File: src/rtl/serframe_pkg.sv
package serframe_pkg;

   // Frame layout selection, captured once per frame.
   typedef struct packed {
      logic msb_first;   // 1: most significant data bit arrives first
      logic pad_tail;    // 1: padding bits sit after the data bits
   } layout_t;

   localparam int unsigned FRAME_BITS_DEF  = 16;
   localparam int unsigned DATA_BITS_DEF   = 14;
   localparam int unsigned SYNC_STAGES_DEF = 2;

endpackage

File: src/rtl/serframe_sync.sv
// Multi-stage synchronizer for a bundle of asynchronous level inputs.
module serframe_sync #(
   parameter int unsigned     WIDTH   = 1,
   parameter int unsigned     STAGES  = 2,
   parameter logic [WIDTH-1:0] RST_VAL = '0
) (
   input  logic             clk,
   input  logic             rst_n,
   input  logic [WIDTH-1:0] d,
   output logic [WIDTH-1:0] q
);

   logic [STAGES-1:0][WIDTH-1:0] stg;

   always_ff @(posedge clk or negedge rst_n) begin
      if (!rst_n) begin
         stg <= {STAGES{RST_VAL}};
      end else begin
         stg <= {stg[STAGES-2:0], d};
      end
   end

   assign q = stg[STAGES-1];

endmodule

File: src/rtl/serframe_edge.sv
// Falling-edge detection on the synchronized serial clock and frame sync.
module serframe_edge (
   input  logic clk,
   input  logic rst_n,
   input  logic sclk_s,
   input  logic fs_n_s,
   output logic sclk_fall,
   output logic fs_fall
);

   logic sclk_d;
   logic fs_d;

   always_ff @(posedge clk or negedge rst_n) begin
      if (!rst_n) begin
         sclk_d <= 1'b1;
         fs_d   <= 1'b1;
      end else begin
         sclk_d <= sclk_s;
         fs_d   <= fs_n_s;
      end
   end

   assign sclk_fall = sclk_d & ~sclk_s;
   assign fs_fall   = fs_d & ~fs_n_s;

endmodule

File: src/rtl/serframe_shift.sv
// Frame tracking: bit counter, shift register and per-frame layout capture.
module serframe_shift
   import serframe_pkg::*;
#(
   parameter int unsigned FRAME_BITS = FRAME_BITS_DEF
) (
   input  logic                  clk,
   input  logic                  rst_n,
   input  logic                  fs_n_s,
   input  logic                  fs_fall,
   input  logic                  sclk_fall,
   input  logic                  sdata_s,
   input  layout_t               layout_in,
   output logic                  frm_active,
   output layout_t               layout_q,
   output logic                  frame_done,
   output logic [FRAME_BITS-1:0] frame_bits
);

   localparam int unsigned      CNT_W = $clog2(FRAME_BITS + 1);
   localparam logic [CNT_W-1:0] LAST  = CNT_W'(FRAME_BITS - 1);

   logic [FRAME_BITS-1:0] sr;
   logic [CNT_W-1:0]      cnt;
   logic                  take;

   // A bit is taken only inside an open frame with sync still low.
   assign take       = frm_active & ~fs_n_s & ~fs_fall & sclk_fall;
   // Earliest bit ends up in the top position after a full frame.
   assign frame_bits = {sr[FRAME_BITS-2:0], sdata_s};
   assign frame_done = take & (cnt == LAST);

   always_ff @(posedge clk or negedge rst_n) begin
      if (!rst_n) begin
         frm_active <= 1'b0;
         cnt        <= '0;
         sr         <= '0;
         layout_q   <= '0;
      end else if (fs_n_s) begin
         frm_active <= 1'b0;
      end else if (fs_fall) begin
         frm_active <= 1'b1;
         cnt        <= '0;
         layout_q   <= layout_in;
      end else if (take) begin
         sr  <= frame_bits;
         cnt <= cnt + CNT_W'(1);
         if (cnt == LAST) begin
            frm_active <= 1'b0;
         end
      end
   end

endmodule

File: src/rtl/serframe_map.sv
// Selects the data window inside the frame and applies the bit order.
module serframe_map
   import serframe_pkg::*;
#(
   parameter int unsigned FRAME_BITS = FRAME_BITS_DEF,
   parameter int unsigned DATA_BITS  = DATA_BITS_DEF
) (
   input  logic [FRAME_BITS-1:0] frame,
   input  layout_t               layout,
   output logic [DATA_BITS-1:0]  word
);

   localparam int unsigned PAD = FRAME_BITS - DATA_BITS;

   logic [DATA_BITS-1:0] win_head;
   logic [DATA_BITS-1:0] win_tail;
   logic [DATA_BITS-1:0] win;
   logic [DATA_BITS-1:0] rev;

   // Padding at the start: data occupies the latest bits.
   assign win_head = frame[DATA_BITS-1:0];
   // Padding at the end: data occupies the earliest bits.
   assign win_tail = frame[FRAME_BITS-1:PAD];
   assign win      = layout.pad_tail ? win_tail : win_head;

   generate
      for (genvar i = 0; i < DATA_BITS; i++) begin : g_rev
         assign rev[i] = win[DATA_BITS-1-i];
      end
   endgenerate

   // The earliest data bit sits at the window top, which is the MSB in
   // MSB-first order and must be mirrored to bit 0 in LSB-first order.
   assign word = layout.msb_first ? win : rev;

endmodule

File: src/rtl/serframe_rx.sv
// Top level: synchronize, detect edges, assemble frame, register the word.
module serframe_rx
   import serframe_pkg::*;
#(
   parameter int unsigned FRAME_BITS  = FRAME_BITS_DEF,
   parameter int unsigned DATA_BITS   = DATA_BITS_DEF,
   parameter int unsigned SYNC_STAGES = SYNC_STAGES_DEF
) (
   input  logic                 clk,
   input  logic                 rst_n,
   input  logic                 ser_clk,
   input  logic                 ser_data,
   input  logic                 ser_fs_n,
   input  logic                 cfg_msb_first,
   input  logic                 cfg_pad_tail,
   output logic [DATA_BITS-1:0] word_out,
   output logic                 word_vld
);

   generate
      if (DATA_BITS >= FRAME_BITS) begin : g_bad_widths
         $error("serframe_rx: DATA_BITS must be smaller than FRAME_BITS");
      end
      if (DATA_BITS < 2) begin : g_bad_data
         $error("serframe_rx: DATA_BITS must be at least 2");
      end
      if (SYNC_STAGES < 2) begin : g_bad_sync
         $error("serframe_rx: SYNC_STAGES must be at least 2");
      end
   endgenerate

   logic                  fs_n_s;
   logic                  sclk_s;
   logic                  sdata_s;
   logic                  sclk_fall;
   logic                  fs_fall;
   logic                  frm_active;
   logic                  frame_done;
   logic [FRAME_BITS-1:0] frame_bits;
   logic [DATA_BITS-1:0]  mapped;
   layout_t               layout_in;
   layout_t               layout_q;
   logic [DATA_BITS-1:0]  word_q;
   logic                  vld_q;

   assign layout_in.msb_first = cfg_msb_first;
   assign layout_in.pad_tail  = cfg_pad_tail;

   serframe_sync #(
      .WIDTH   (3),
      .STAGES  (SYNC_STAGES),
      .RST_VAL (3'b110)
   ) sync_i (
      .clk   (clk),
      .rst_n (rst_n),
      .d     ({ser_fs_n, ser_clk, ser_data}),
      .q     ({fs_n_s, sclk_s, sdata_s})
   );

   serframe_edge edge_i (
      .clk       (clk),
      .rst_n     (rst_n),
      .sclk_s    (sclk_s),
      .fs_n_s    (fs_n_s),
      .sclk_fall (sclk_fall),
      .fs_fall   (fs_fall)
   );

   serframe_shift #(
      .FRAME_BITS (FRAME_BITS)
   ) shift_i (
      .clk        (clk),
      .rst_n      (rst_n),
      .fs_n_s     (fs_n_s),
      .fs_fall    (fs_fall),
      .sclk_fall  (sclk_fall),
      .sdata_s    (sdata_s),
      .layout_in  (layout_in),
      .frm_active (frm_active),
      .layout_q   (layout_q),
      .frame_done (frame_done),
      .frame_bits (frame_bits)
   );

   serframe_map #(
      .FRAME_BITS (FRAME_BITS),
      .DATA_BITS  (DATA_BITS)
   ) map_i (
      .frame  (frame_bits),
      .layout (layout_q),
      .word   (mapped)
   );

   always_ff @(posedge clk or negedge rst_n) begin
      if (!rst_n) begin
         word_q <= '0;
         vld_q  <= 1'b0;
      end else begin
         vld_q <= frame_done;
         if (frame_done) begin
            word_q <= mapped;
         end
      end
   end

   assign word_out = word_q;
   assign word_vld = vld_q;

endmodule

File: config.mk
export PLATFORM = sky130hd
export DESIGN_NAME = serframe_rx
export DESIGN_NICKNAME = d
export VERILOG_FILES = /design/src/rtl/serframe_pkg.sv /design/src/rtl/serframe_sync.sv /design/src/rtl/serframe_edge.sv /design/src/rtl/serframe_shift.sv /design/src/rtl/serframe_map.sv /design/src/rtl/serframe_rx.sv
export SDC_FILE = /design/constraint.sdc
export NUM_CORES = 1
export LEC_CHECK = 0
export BUFFER_PORTS_ARGS = -buffer_cell sky130_fd_sc_hd__buf_2
export CAP_MARGIN = 20
export CORE_MARGIN = 10
export CORE_UTILIZATION = 52
export DETAILED_ROUTE_END_ITERATION = 6
export PLACE_DENSITY = 0.76
export SLEW_MARGIN = 10
export SYNTH_ARGS = -nofsm -noshare
export SYNTH_HDL_FRONTEND = slang
export SYNTH_SLANG_ARGS = --single-unit
export TNS_END_PERCENT = 5
File: constraint.sdc
create_clock -name clk -period 1.6 [get_ports clk]
set_clock_uncertainty 0.05 [all_clocks]
set_input_delay 0.24 -clock clk [delete_from_list [all_inputs] [get_ports clk]]
set_output_delay 0.24 -clock clk [all_outputs]
set_load 0.05 [all_outputs]
==> results.txt, run 1 <==
----------------------------------------------------
[Status]
  Status ... finished with violations
  Violated checks ... setup timing

[Detailed routing]
  Wire length per cell ... 17.7 microns
  Via-to-Cell Ratio ... ~5.4
  First drt pass iteration count ... 4
  Remaining antenna violation count ... 0
  Total routed wirelength ... about 4 mm
  Starting DRT DRC Count ... around 100
  DR vias ... 1210
  DRC Markers ... 0

[Yosys]
  Share of the yosys chip area belonging to registers ... 0.555
  Cells taking the most area after synthesis ... sky130_fd_sc_hd__dfrtp_1, sky130_fd_sc_hd__mux2i_1, sky130_fd_sc_hd__mux2_2
  Mean instance size in the synthesized netlist ... about 15 sq um
  Post-synth cell types ... 26
  Number of storage elements in the synthesis netlist ... 46
  Synth Instances ... ~140
  Largest area contributor in the synthesized netlist ... sky130_fd_sc_hd__dfrtp_1
  Net Count, Synth ... around 150
  Post-synthesis instance area ... between 2000 and 2500 sq um
  Yosys warning total ... 0
  Top cell type's share of synthesized area ... 0.480

[Critical path]
  Cell count of the worst reg-to-reg path ... 6
  CP Cell Sequence ... ha_2 > and3_4 > ha_4 > nand3_4 > inv_8 > mux2_4
  Crit path kind ... reg -> reg
  Start point of the critical path ... shift_i.cnt[1]
  Max stage delay cell, worst path ... sky130_fd_sc_hd__dfrtp_1
  Termination of the worst setup path ... word_out[1]
  Slack of the worst reg-to-reg path ... -10 ps
  Kind of start point of the critical path ... flip-flop
  Data required, critical path ... about 1700 ps
  Crit Path Max Fanout ... 8
  Delay of the slowest cell on the worst path ... about 360 ps
  Destination of the worst register-to-register timing path ... word_out[1]
  Critical path endpoint category ... flip-flop
  Arrival @ worst endpoint ... between 1500 and 2000 ps
  Source of the worst register-to-register timing path ... shift_i.cnt[1]

[STA]
  RSZ-0062 raised after global routing ... true
  Total setup violations reported at the end of the flow ... 4
  Final worst hold slack ... roughly 120 ps
  Actual transition at the worst max-transition pin ... around 500 ps
  Max Freq ... about 620 MHz
  Min cycle time layout ... 1610 ps
  Final worst path period share ... 1.01
  Worst Slack Setup Final ... -10.5 ps
  Worst relative slew slack ... 0.665
  Final Max Tran Viols ... 0
  Final total negative setup slack ... -19.0 ps
  Fin. Hold Viols ... 0

[Clocking]
  Root buffer selected by CTS ... sky130_fd_sc_hd__clkbuf_8
  Clock Pin Slew Worst Setup and Hold Paths ... roughly 80 ps
  Sinks on the clock net ... 46
  CTS tree ... done
  Number of buffers on the longest clock path ... 2
  CTS Buf Count ... 5
  Number of H-tree branching levels ... 2
  Post-CTS setup buffer count ... 0
  Worst-Skew Late Latency ... 290 ps

[Layout]
  Most frequent standard cell in the layout excluding fill and tap cells ... sky130_fd_sc_hd__dfrtp_1
  Area growth syn-to-layout ... 20.3%
  Top library cells by usage in the layout, fill and taps aside ... sky130_fd_sc_hd__dfrtp_1, sky130_fd_sc_hd__mux2i_1, sky130_fd_sc_hd__buf_2
  Number of diodes added for antenna fixing ... 0
  Total non-filler cell area in the finished layout ... 2510 sq um
  Number of filler instances in the final layout ... 278
  Proportion of layout cells with a drive suffix above 1 ... 0.486
  Fin nets ... 185

[Power and ir drop]
  Leak pwr ... between 1 and 1.5 nW
  Logic pwr share ... 0.121
  Switching Fraction ... 0.235
  Tot Pwr ... roughly 2.2 mW
  Power per Cell Area ... between 800 and 900 nW/um^2
  Worst voltage drop across the vdd grid ... 0.607 mV
  Pint ... between 1.5 and 2 mW
  Clock power frac ... 0.320
  Net switching power figure ... ~520 uW
  Sequential fraction of design power ... 0.560

[GRT]
  Total routing resource utilization after global routing ... 0.119
  Number of antenna violations at the first check in global routing ... 0
  Vias in the first global route ... between 1000 and 1500
  Total gr overflow ... 0
  Global-route wire length before repair ... just under 7 mm
  Maximum number of pins on one net before global-route repair ... 27

[Floorplan]
  Die width ... around 83 microns
  Row Count ... 22
  Total core area ... between 3000 and 4000 sq um
  Initial core utilization ... 0.553
  Top Ports ... 22
  DIE HEIGHT ... ~83 microns
  Floorplan die area ... between 6000 and 7000 sq um

[Placement]
  Cell area after placement ... roughly 2300 sq um
  Detailed-placement wirelength estimate ... ~2.9 mm
  I/O Buffers ... 21
  Gp weighted congestion ... 0.725

[Hold path]
  Hold crit path type ... in -> reg

[Job]
  Number of violations of the max-capacitance limit ... 0

----------------------------------------------------
worst max-delay path: cells and delay by family (launching register included):
kind | cells | cell delay [ps]
DFF | 1 | 360
and+or+nand+nor | 2 | 320
adders and majority gates | 2 | 310
muxes | 1 | 310
buffers and inverters | 1 | 140
registers in the layout (all words and copies together) (netlist names):
name                count
edge_i.sclk_d           1
word_out               14
shift_i.sr             15
sync_i.stg              3
sync_i.q                3
word_vld                1
shift_i.frm_active      1
shift_i.layout_q        2
shift_i.cnt             5
edge_i.fs_d             1
kinds of logic after synthesis:
logic type,synth area share
xor gates and xnor gates,0.00420
AOI/OAI and AO/OA,0.0198
and+or+nand+nor,0.0564
muxes,0.318
DFF,0.555
adders and majority gates,0.0120
buffers and inverters,0.0342
layer usage:
layer,part of all wire,vias up,wire length [microns],GRT usage
met1,0.43,617,1710,0.136
li1,-,572,-,-
met5,0,-,0,0
met4,0.0085,0,34,0.0369
met3,0.040,3,160,0.0371
met2,0.52,18,2090,0.204
what timing repair did:
action,in CTS,in global routing
pin swaps,2,0
endpoints found under the hold margin,16,1
gates cloned,1,0
hold buffers,3,1
endpoints found under the setup margin,14,15
gates resized for setup,7,1
worst min path at each step:
stage             startpoint             endpoint  slack [ps]  cells after the start
2_1_floorplan          rst_n       shift_i.cnt[0]        -110                      0
6_report       cfg_msb_first  shift_i.layout_q[1]         120                      2
5_1_grt        cfg_msb_first  shift_i.layout_q[1]         120                      2
3_3_place_gp           rst_n       shift_i.cnt[4]         170                      1
3_5_place_dp           rst_n   shift_i.frm_active         190                      1
4_1_cts             ser_data        sync_i.stg[0]         0.5                      1
final cells by class:
| class | count | area, sq um | share of cell area |
|---|---|---|---|
| inverters | 5 | 26.3 | 0.0105 |
| repair buffers | 35 | 270 | 0.108 |
| well taps | 48 | 60.1 | 0.0239 |
| multi-input cells | 82 | 895 | 0.356 |
| flip-flops and latches | 46 | 1160 | 0.462 |
| clock buffers | 7 | 86.3 | 0.0344 |
| repair inverters | 1 | 8.76 | 0.00349 |
| clock inverters | 1 | 5.00 | 0.00199 |
cells in the mapped netlist (all sizes together):
cell type / instances
o21ai: 2
a31o: 1
a21oi: 3
and4bb: 1
nand4bb: 1
a211oi: 1
dfrtp: 40
or3: 2
and3: 1
inv: 5
mux2i: 28
buf: 6
dfstp: 6
ha: 2
mux2: 31
xnor2: 1
nand3: 2
nand2: 2
nor2: 4
stage by stage:
stage | std cells | utilization | worst slack, ps
after detailed placement | 212 | 0.622 | -88.4
after CTS | 224 | 0.662 | -21.2
final | 225 | 0.666 | -10.5
after floorplan | 139 | - | -22.9
after global routing | 225 | 0.666 | -71.1
after global placement | 212 | 0.622 | -32.0
power groups by stage:
stage / combinational (mW) / clock (mW) / sequential, mW
after floorplan: 0.167 / 0 / 1.25
after global placement: 0.249 / 0 / 1.26
after detailed placement: 0.261 / 0 / 1.27
after CTS: 0.268 / 0.724 / 1.24
after global routing: 0.291 / 0.782 / 1.25
final: 0.268 / 0.710 / 1.24
(Power assumes the default switching activity.)
==> run 2, diff against run 1 <==
PLACE_DENSITY = 0.75   (was 0.76)
==> run 2 against run 1 <==
Effect of this change:
- the flow still finishes with violations (setup timing)
- total power down 0.27%
- largest cell class unchanged
- clock power barely moved
- register-to-register slack got worse by 40 ps
- combinational power is 4% lower
- non-clock buffer count up 1
- die area unchanged
==> results.txt, run 2 (synthesized netlist as in run 1, its figures left out) <==
----------------------------------------------------
[Status]
  Status ... finished with violations
  Violated checks ... setup timing

[Power and ir drop]
  Tot Pwr ... about 2.2 mW
  Switching Fraction ... 0.234
  Clock power frac ... 0.321
  Power per Cell Area ... approximately 880 nW/um^2
  Pint ... roughly 1.7 mW
  Worst voltage drop across the vdd grid ... ~0.85 mV
  Sequential fraction of design power ... 0.562
  Net switching power figure ... slightly above 500 uW
  Logic pwr share ... 0.117
  Leak pwr ... roughly 1.2 nW

[Critical path]
  Crit Path Max Fanout ... 8
  Arrival @ worst endpoint ... approximately 1800 ps
  Destination of the worst register-to-register timing path ... word_out[13]
  CP Cell Sequence ... ha_2 > and3_4 > ha_4 > nand3_4 > inv_8 > mux2_4
  Slack of the worst reg-to-reg path ... -50 ps
  Kind of start point of the critical path ... flip-flop
  Cell count of the worst reg-to-reg path ... 6
  Number of buffers and inverters on the critical path ... 1
  Data required, critical path ... about 1700 ps
  Category of cells accounting for the largest share of critical-path delay ... flip-flops
  Source of the worst register-to-register timing path ... shift_i.cnt[0]
  Delay of the slowest cell on the worst path ... approximately 380 ps
  Crit path kind ... reg -> reg
  Max stage delay cell, worst path ... sky130_fd_sc_hd__dfrtp_1
  Critical path endpoint category ... flip-flop

[Placement]
  Gp weighted congestion ... approximately 0.74
  Detailed-placement wirelength estimate ... about 2.7 mm
  I/O Buffers ... 21
  Pre-CTS setup slack ... -126 ps

[Detailed routing]
  First drt pass iteration count ... 4
  Remaining antenna violation count ... 0
  Starting DRT DRC Count ... between 60 and 70
  Total routed wirelength ... around 3.6 mm
  DR vias ... around 1200
  Via-to-Cell Ratio ... between 5 and 6
  DRC Markers ... 0
  Wire length per cell ... 16.1 microns

[Floorplan]
  Total core area ... 3770 sq um
  Floorplan die area ... slightly below 7000 sq um
  DIE HEIGHT ... between 80 and 90 microns
  Die width ... between 80 and 90 microns
  Top Ports ... 22
  Row Count ... 22
  Initial core utilization ... 0.553

[GRT]
  Global-route wire length before repair ... between 6 and 7 mm
  Total gr overflow ... 0
  Total routing resource utilization after global routing ... 0.109
  Vias in the first global route ... about 1200
  Number of antenna violations at the first check in global routing ... 0
  Maximum number of pins on one net before global-route repair ... 30

[Layout]
  Sequential Area ... 1160 sq um
  Most frequent standard cell in the layout excluding fill and tap cells ... sky130_fd_sc_hd__dfrtp_1
  Multi-input gate area in the final layout ... around 890 sq um
  Area growth syn-to-layout ... 20.1%
  Number of diodes added for antenna fixing ... 0
  Top library cells by usage in the layout, fill and taps aside ... sky130_fd_sc_hd__dfrtp_1, sky130_fd_sc_hd__mux2i_1, sky130_fd_sc_hd__buf_2
  Fin nets ... 186
  Max FFs per register ... 15
  Number of filler instances in the final layout ... approximately 270
  Proportion of layout cells with a drive suffix above 1 ... 0.489
  Final design utilization ... 0.664
  Biggest register ... shift_i.sr

[STA]
  Final worst path period share ... 1.03
  Final Max Tran Viols ... 0
  Worst Slack Setup Final ... -50.8 ps
  Min cycle time layout ... 1650 ps
  Fin. Hold Viols ... 0
  Actual transition at the worst max-transition pin ... just over 600 ps
  Total setup violations reported at the end of the flow ... 14
  RSZ-0062 raised after global routing ... true
  Final total negative setup slack ... -551 ps
  Worst relative slew slack ... 0.586
  Max Freq ... 606 MHz

[Clocking]
  Post-CTS setup buffer count ... 0
  CTS tree ... done
  Number of H-tree branching levels ... 2
  Worst-Skew Late Latency ... just under 300 ps
  Root buffer selected by CTS ... sky130_fd_sc_hd__clkbuf_8
  Clock Pin Slew Worst Setup and Hold Paths ... roughly 80 ps
  Sinks on the clock net ... 46
  Number of buffers on the longest clock path ... 2
  CTS Buf Count ... 5

[Hold path]
  Hold crit path type ... in -> reg
  Origin of the worst min-delay path ... cfg_pad_tail
  Endpoint with the worst hold slack ... shift_i.layout_q[0]
  Hold Crit Depth ... 2

[Job]
  Number of violations of the max-capacitance limit ... 0

----------------------------------------------------
==> run 2: final cells by class <==
class	instances	share of cell area
repair buffers	36	0.106
clock inverters	1	0.00200
repair inverters	1	0.00350
clock buffers	7	0.0345
inverters	5	0.0105
flip-flops and latches	46	0.463
well taps	48	0.0240
multi-input cells	82	0.357
==> run 2: how the worst max path moves through the flow <==
stage                   end  cells past startpoint      startpoint
6_report       word_out[13]                      6  shift_i.cnt[0]
5_1_grt         word_out[3]                      6  shift_i.cnt[0]
4_1_cts        word_out[13]                      6  shift_i.cnt[0]
3_5_place_dp   word_out[13]                      6  shift_i.cnt[0]
3_3_place_gp    word_out[3]                      6  shift_i.cnt[1]
2_1_floorplan   word_out[0]                      7  shift_i.cnt[0]
==> run 2: metal layers <==
layer,vias up,track usage,part of all wire
li1,569,-,-
met1,591,0.139,0.47
met2,17,0.163,0.48
met3,7,0.0342,0.034
met4,0,0.0508,0.017
met5,-,0,0
==> run 2: timing repair <==
item	in CTS	in global routing
cloned	1	0
pin swaps	2	1
resized for setup	8	0
hold buffers	4	0
hold endpoints to repair	24	0
endpoints found under the setup margin	14	15
==> run 2: power by group through the flow <==
stage | combinational [mW] | clock, mW | sequential [mW]
after floorplan | 0.167 | 0 | 1.25
after global placement | 0.244 | 0 | 1.26
after detailed placement | 0.251 | 0 | 1.27
after CTS | 0.260 | 0.735 | 1.24
after global routing | 0.280 | 0.787 | 1.25
final | 0.258 | 0.711 | 1.24
==> run 2: stage by stage <==
stage	hold WS, ps	std cells	instance area [sq um]
2_1_floorplan	-106	139	2110
3_3_place_gp	223	213	2340
3_5_place_dp	239	213	2340
4_1_cts	136	226	2500
5_1_grt	133	226	2500
6_report	143	226	2500
==> run 3, diff against run 2 <==
ABC_AREA = 1   (was default)
PLACE_DENSITY = 0.74   (was 0.75)
TNS_END_PERCENT = 10   (was 5)
==> run 3 against run 2 <==
Effect of this change:
- combinational power grew 23%
- critical endpoint is now word_out[2]
- register-to-register slack gained 120 ps
- design area grew 0.25%
- sequential cell count is the same
- the run now ends clean
- highest routed layer unchanged
- sequential share of layout area shrank 0.12 points
- non-clock buffer count shrank 6
- synthesized area grew 4.5%
- clock-buffer cell count shrank 2
==> results.txt, run 3 <==
----------------------------------------------------
[Status]
  Status ... finished clean

[Yosys]
  Top cell type's share of synthesized area ... 0.459
  Mean instance size in the synthesized netlist ... approximately 8.3 sq um
  Commonest cells in the netlist ... sky130_fd_sc_hd__nand2_1, sky130_fd_sc_hd__dfrtp_1, sky130_fd_sc_hd__nand3_1, sky130_fd_sc_hd__inv_1, sky130_fd_sc_hd__o21ai_1
  Net Count, Synth ... roughly 270
  Post-synthesis instance area ... about 2200 sq um
  Top flip-flop cell by instance count after synthesis ... sky130_fd_sc_hd__dfrtp_1
  Post-synth EDFFs ... 0
  Number of storage elements in the synthesis netlist ... 46
  Synth Instances ... between 200 and 300
  Most frequent cell after synthesis ... sky130_fd_sc_hd__nand2_1
  Cells taking the most area after synthesis ... sky130_fd_sc_hd__dfrtp_1, sky130_fd_sc_hd__nand2_1, sky130_fd_sc_hd__dfstp_2
  Fraction of registers with async set or reset after synthesis ... 1.00
  Yosys warning total ... 0
  Largest area contributor in the synthesized netlist ... sky130_fd_sc_hd__dfrtp_1
  Post-synth cell types ... 21
  Share of the yosys chip area belonging to registers ... 0.532

[Placement]
  Cell area after placement ... approximately 2300 sq um
  I/O Buffers ... 21
  Gp weighted congestion ... 0.757
  Detailed-placement wirelength estimate ... about 3 mm
  Cells after DPL ... 330

[Critical path]
  Max stage delay cell, worst path ... sky130_fd_sc_hd__dfrtp_1
  Critical path endpoint category ... flip-flop
  Kind of start point of the critical path ... flip-flop
  Source of the worst register-to-register timing path ... shift_i.cnt[0]
  Data required, critical path ... ~1800 ps
  Arrival @ worst endpoint ... 1730 ps
  Cell seen most often among critical-path stages ... sky130_fd_sc_hd__nand2_1
  Delay of the slowest cell on the worst path ... approximately 380 ps
  Crit Path Max Fanout ... 15
  Destination of the worst register-to-register timing path ... word_out[2]
  Slack of the worst reg-to-reg path ... between 70 and 80 ps
  CP Cell Sequence ... ha_2 > nand2_1 > nor2_1 > ha_2 > inv_2 > nor3_4 > buf_12 > nand2_1 > nand2_1
  Cell count of the worst reg-to-reg path ... 9
  Crit path kind ... reg -> reg

[Floorplan]
  DIE HEIGHT ... 84.7 microns
  Total core area ... slightly above 4000 sq um
  Die width ... 84.7 microns
  Initial core utilization ... 0.541
  Row Count ... 23
  Top Ports ... 22
  Floorplan die area ... just over 7000 sq um

[GRT]
  Total routing resource utilization after global routing ... 0.118
  Total gr overflow ... 0
  Number of antenna violations at the first check in global routing ... 0
  Vias in the first global route ... 1602
  Global-route wire length before repair ... between 7 and 8 mm
  Maximum number of pins on one net before global-route repair ... 32

[Layout]
  Number of diodes added for antenna fixing ... 0
  Fin nets ... 300
  Top library cells by usage in the layout, fill and taps aside ... sky130_fd_sc_hd__nand2_1, sky130_fd_sc_hd__dfrtp_1, sky130_fd_sc_hd__nand3_1
  Proportion of layout cells with a drive suffix above 1 ... 0.192
  Biggest register ... shift_i.sr
  Most frequent standard cell in the layout excluding fill and tap cells ... sky130_fd_sc_hd__nand2_1
  Max FFs per register ... 15
  Final design utilization ... 0.623
  Area growth syn-to-layout ... 15.2%
  Final non-filler cell total ... about 340
  Total non-filler cell area in the finished layout ... around 2500 sq um

[Detailed routing]
  Starting DRT DRC Count ... 134
  First drt pass iteration count ... 5
  Total routed wirelength ... about 4.1 mm
  DRC Markers ... 0
  DR vias ... between 1500 and 2000
  Wire length per cell ... around 12 microns
  Via-to-Cell Ratio ... approximately 5
  Remaining antenna violation count ... 0

[STA]
  RSZ-0062 raised after global routing ... true
  Fin. Hold Viols ... 0
  Max Freq ... between 600 and 700 MHz
  Final worst path period share ... 0.956
  Total setup violations reported at the end of the flow ... 0
  Final Max Tran Viols ... 0
  Min cycle time layout ... roughly 1500 ps
  Actual transition at the worst max-transition pin ... 433 ps
  Worst relative slew slack ... 0.711

[Hold path]
  Hold Crit Depth ... 3
  Origin of the worst min-delay path ... cfg_pad_tail
  Hold crit path type ... in -> reg
  Endpoint with the worst hold slack ... shift_i.layout_q[0]

[Clocking]
  Worst-Skew Late Latency ... 300 ps
  CTS tree ... done
  Root buffer selected by CTS ... sky130_fd_sc_hd__clkbuf_8
  Post-CTS setup buffer count ... 0
  Clock Pin Slew Worst Setup and Hold Paths ... 90 ps
  Number of buffers on the longest clock path ... 2
  Number of H-tree branching levels ... 2
  Sinks on the clock net ... 46
  CTS Buf Count ... 5

[Power and ir drop]
  Leak pwr ... between 1 and 1.5 nW
  Power per Cell Area ... between 1000 and 1500 nW/um^2
  Worst voltage drop across the vdd grid ... 0.561 mV

[Job]
  Number of violations of the max-capacitance limit ... 0

----------------------------------------------------
run 3: report_power, final:
part | switching, mW | leakage [nW] | total, mW | internal, mW
Clock | 0.388 | 0.0683 | 1.01 | 0.625
Sequential | 0.0243 | 0.606 | 1.23 | 1.21
Combinational | 0.213 | 0.712 | 0.317 | 0.104
run 3: worst max-delay path, delay by kind of cell, from the launching register on:
kind,cells,cell delay (ps)
flip-flops,1,380
AND/OR/NAND/NOR,5,460
buffers and inverters,2,200
adder cells (fa/ha/maj),2,390
run 3: stage by stage:
step	setup WS (ps)	hold WS [ps]	TNS (ps)	power, mW
CTS	60.1	138	0	2.59
finish	70.3	145	0	2.56
global route	-71.4	156	-742	2.69
global placement	116	147	0	1.55
detailed placement	75.8	162	0	1.56
floorplan	50.0	-106	0	1.48
run 3: how the worst max path moves through the flow:
stage,cells past startpoint,slack (ps),from,end
floorplan,9,50,shift_i.cnt[0],word_out[0]
global placement,9,120,shift_i.cnt[0],word_out[2]
detailed placement,9,80,shift_i.cnt[0],word_out[2]
CTS,9,60,shift_i.cnt[0],word_out[6]
global route,9,-70,shift_i.cnt[1],word_out[6]
finish,9,70,shift_i.cnt[0],word_out[2]
run 3: logic make-up after synthesis:
logic type,after synthesis,share of synthesized area
AOI/OAI and AO/OA,20,0.0459
DFF,46,0.532
and+or+nand+nor,158,0.323
xor gates and xnor gates,1,0.00402
buffers and inverters,37,0.0838
adders and majority gates,2,0.0115
run 3: routing by layer:
layer / up-vias / part of all wire / global-route usage / routed length [microns]
met2: 39 / 0.43 / 0.187 / 1790
met4: 0 / 0.015 / 0.0494 / 62
met5: - / 0 / 0 / 0
li1: 874 / - / - / -
met3: 5 / 0.064 / 0.0464 / 264
met1: 778 / 0.49 / 0.140 / 2010
run 3: layout make-up:
cell class,count,area [sq um]
clock buffer,5,68.8
fill,347,1520
timing repair buffer,30,208
clock inverter,3,68.8
sequential,46,1160
multi-input combinational,181,843
inverter,27,101
tap,50,62.6
run 3: timing repair:
item                       CTS  global route
hold buffers                 4             0
setup endpoints to repair    0            15
gates resized for setup      0             2
hold endpoints to repair    20             0
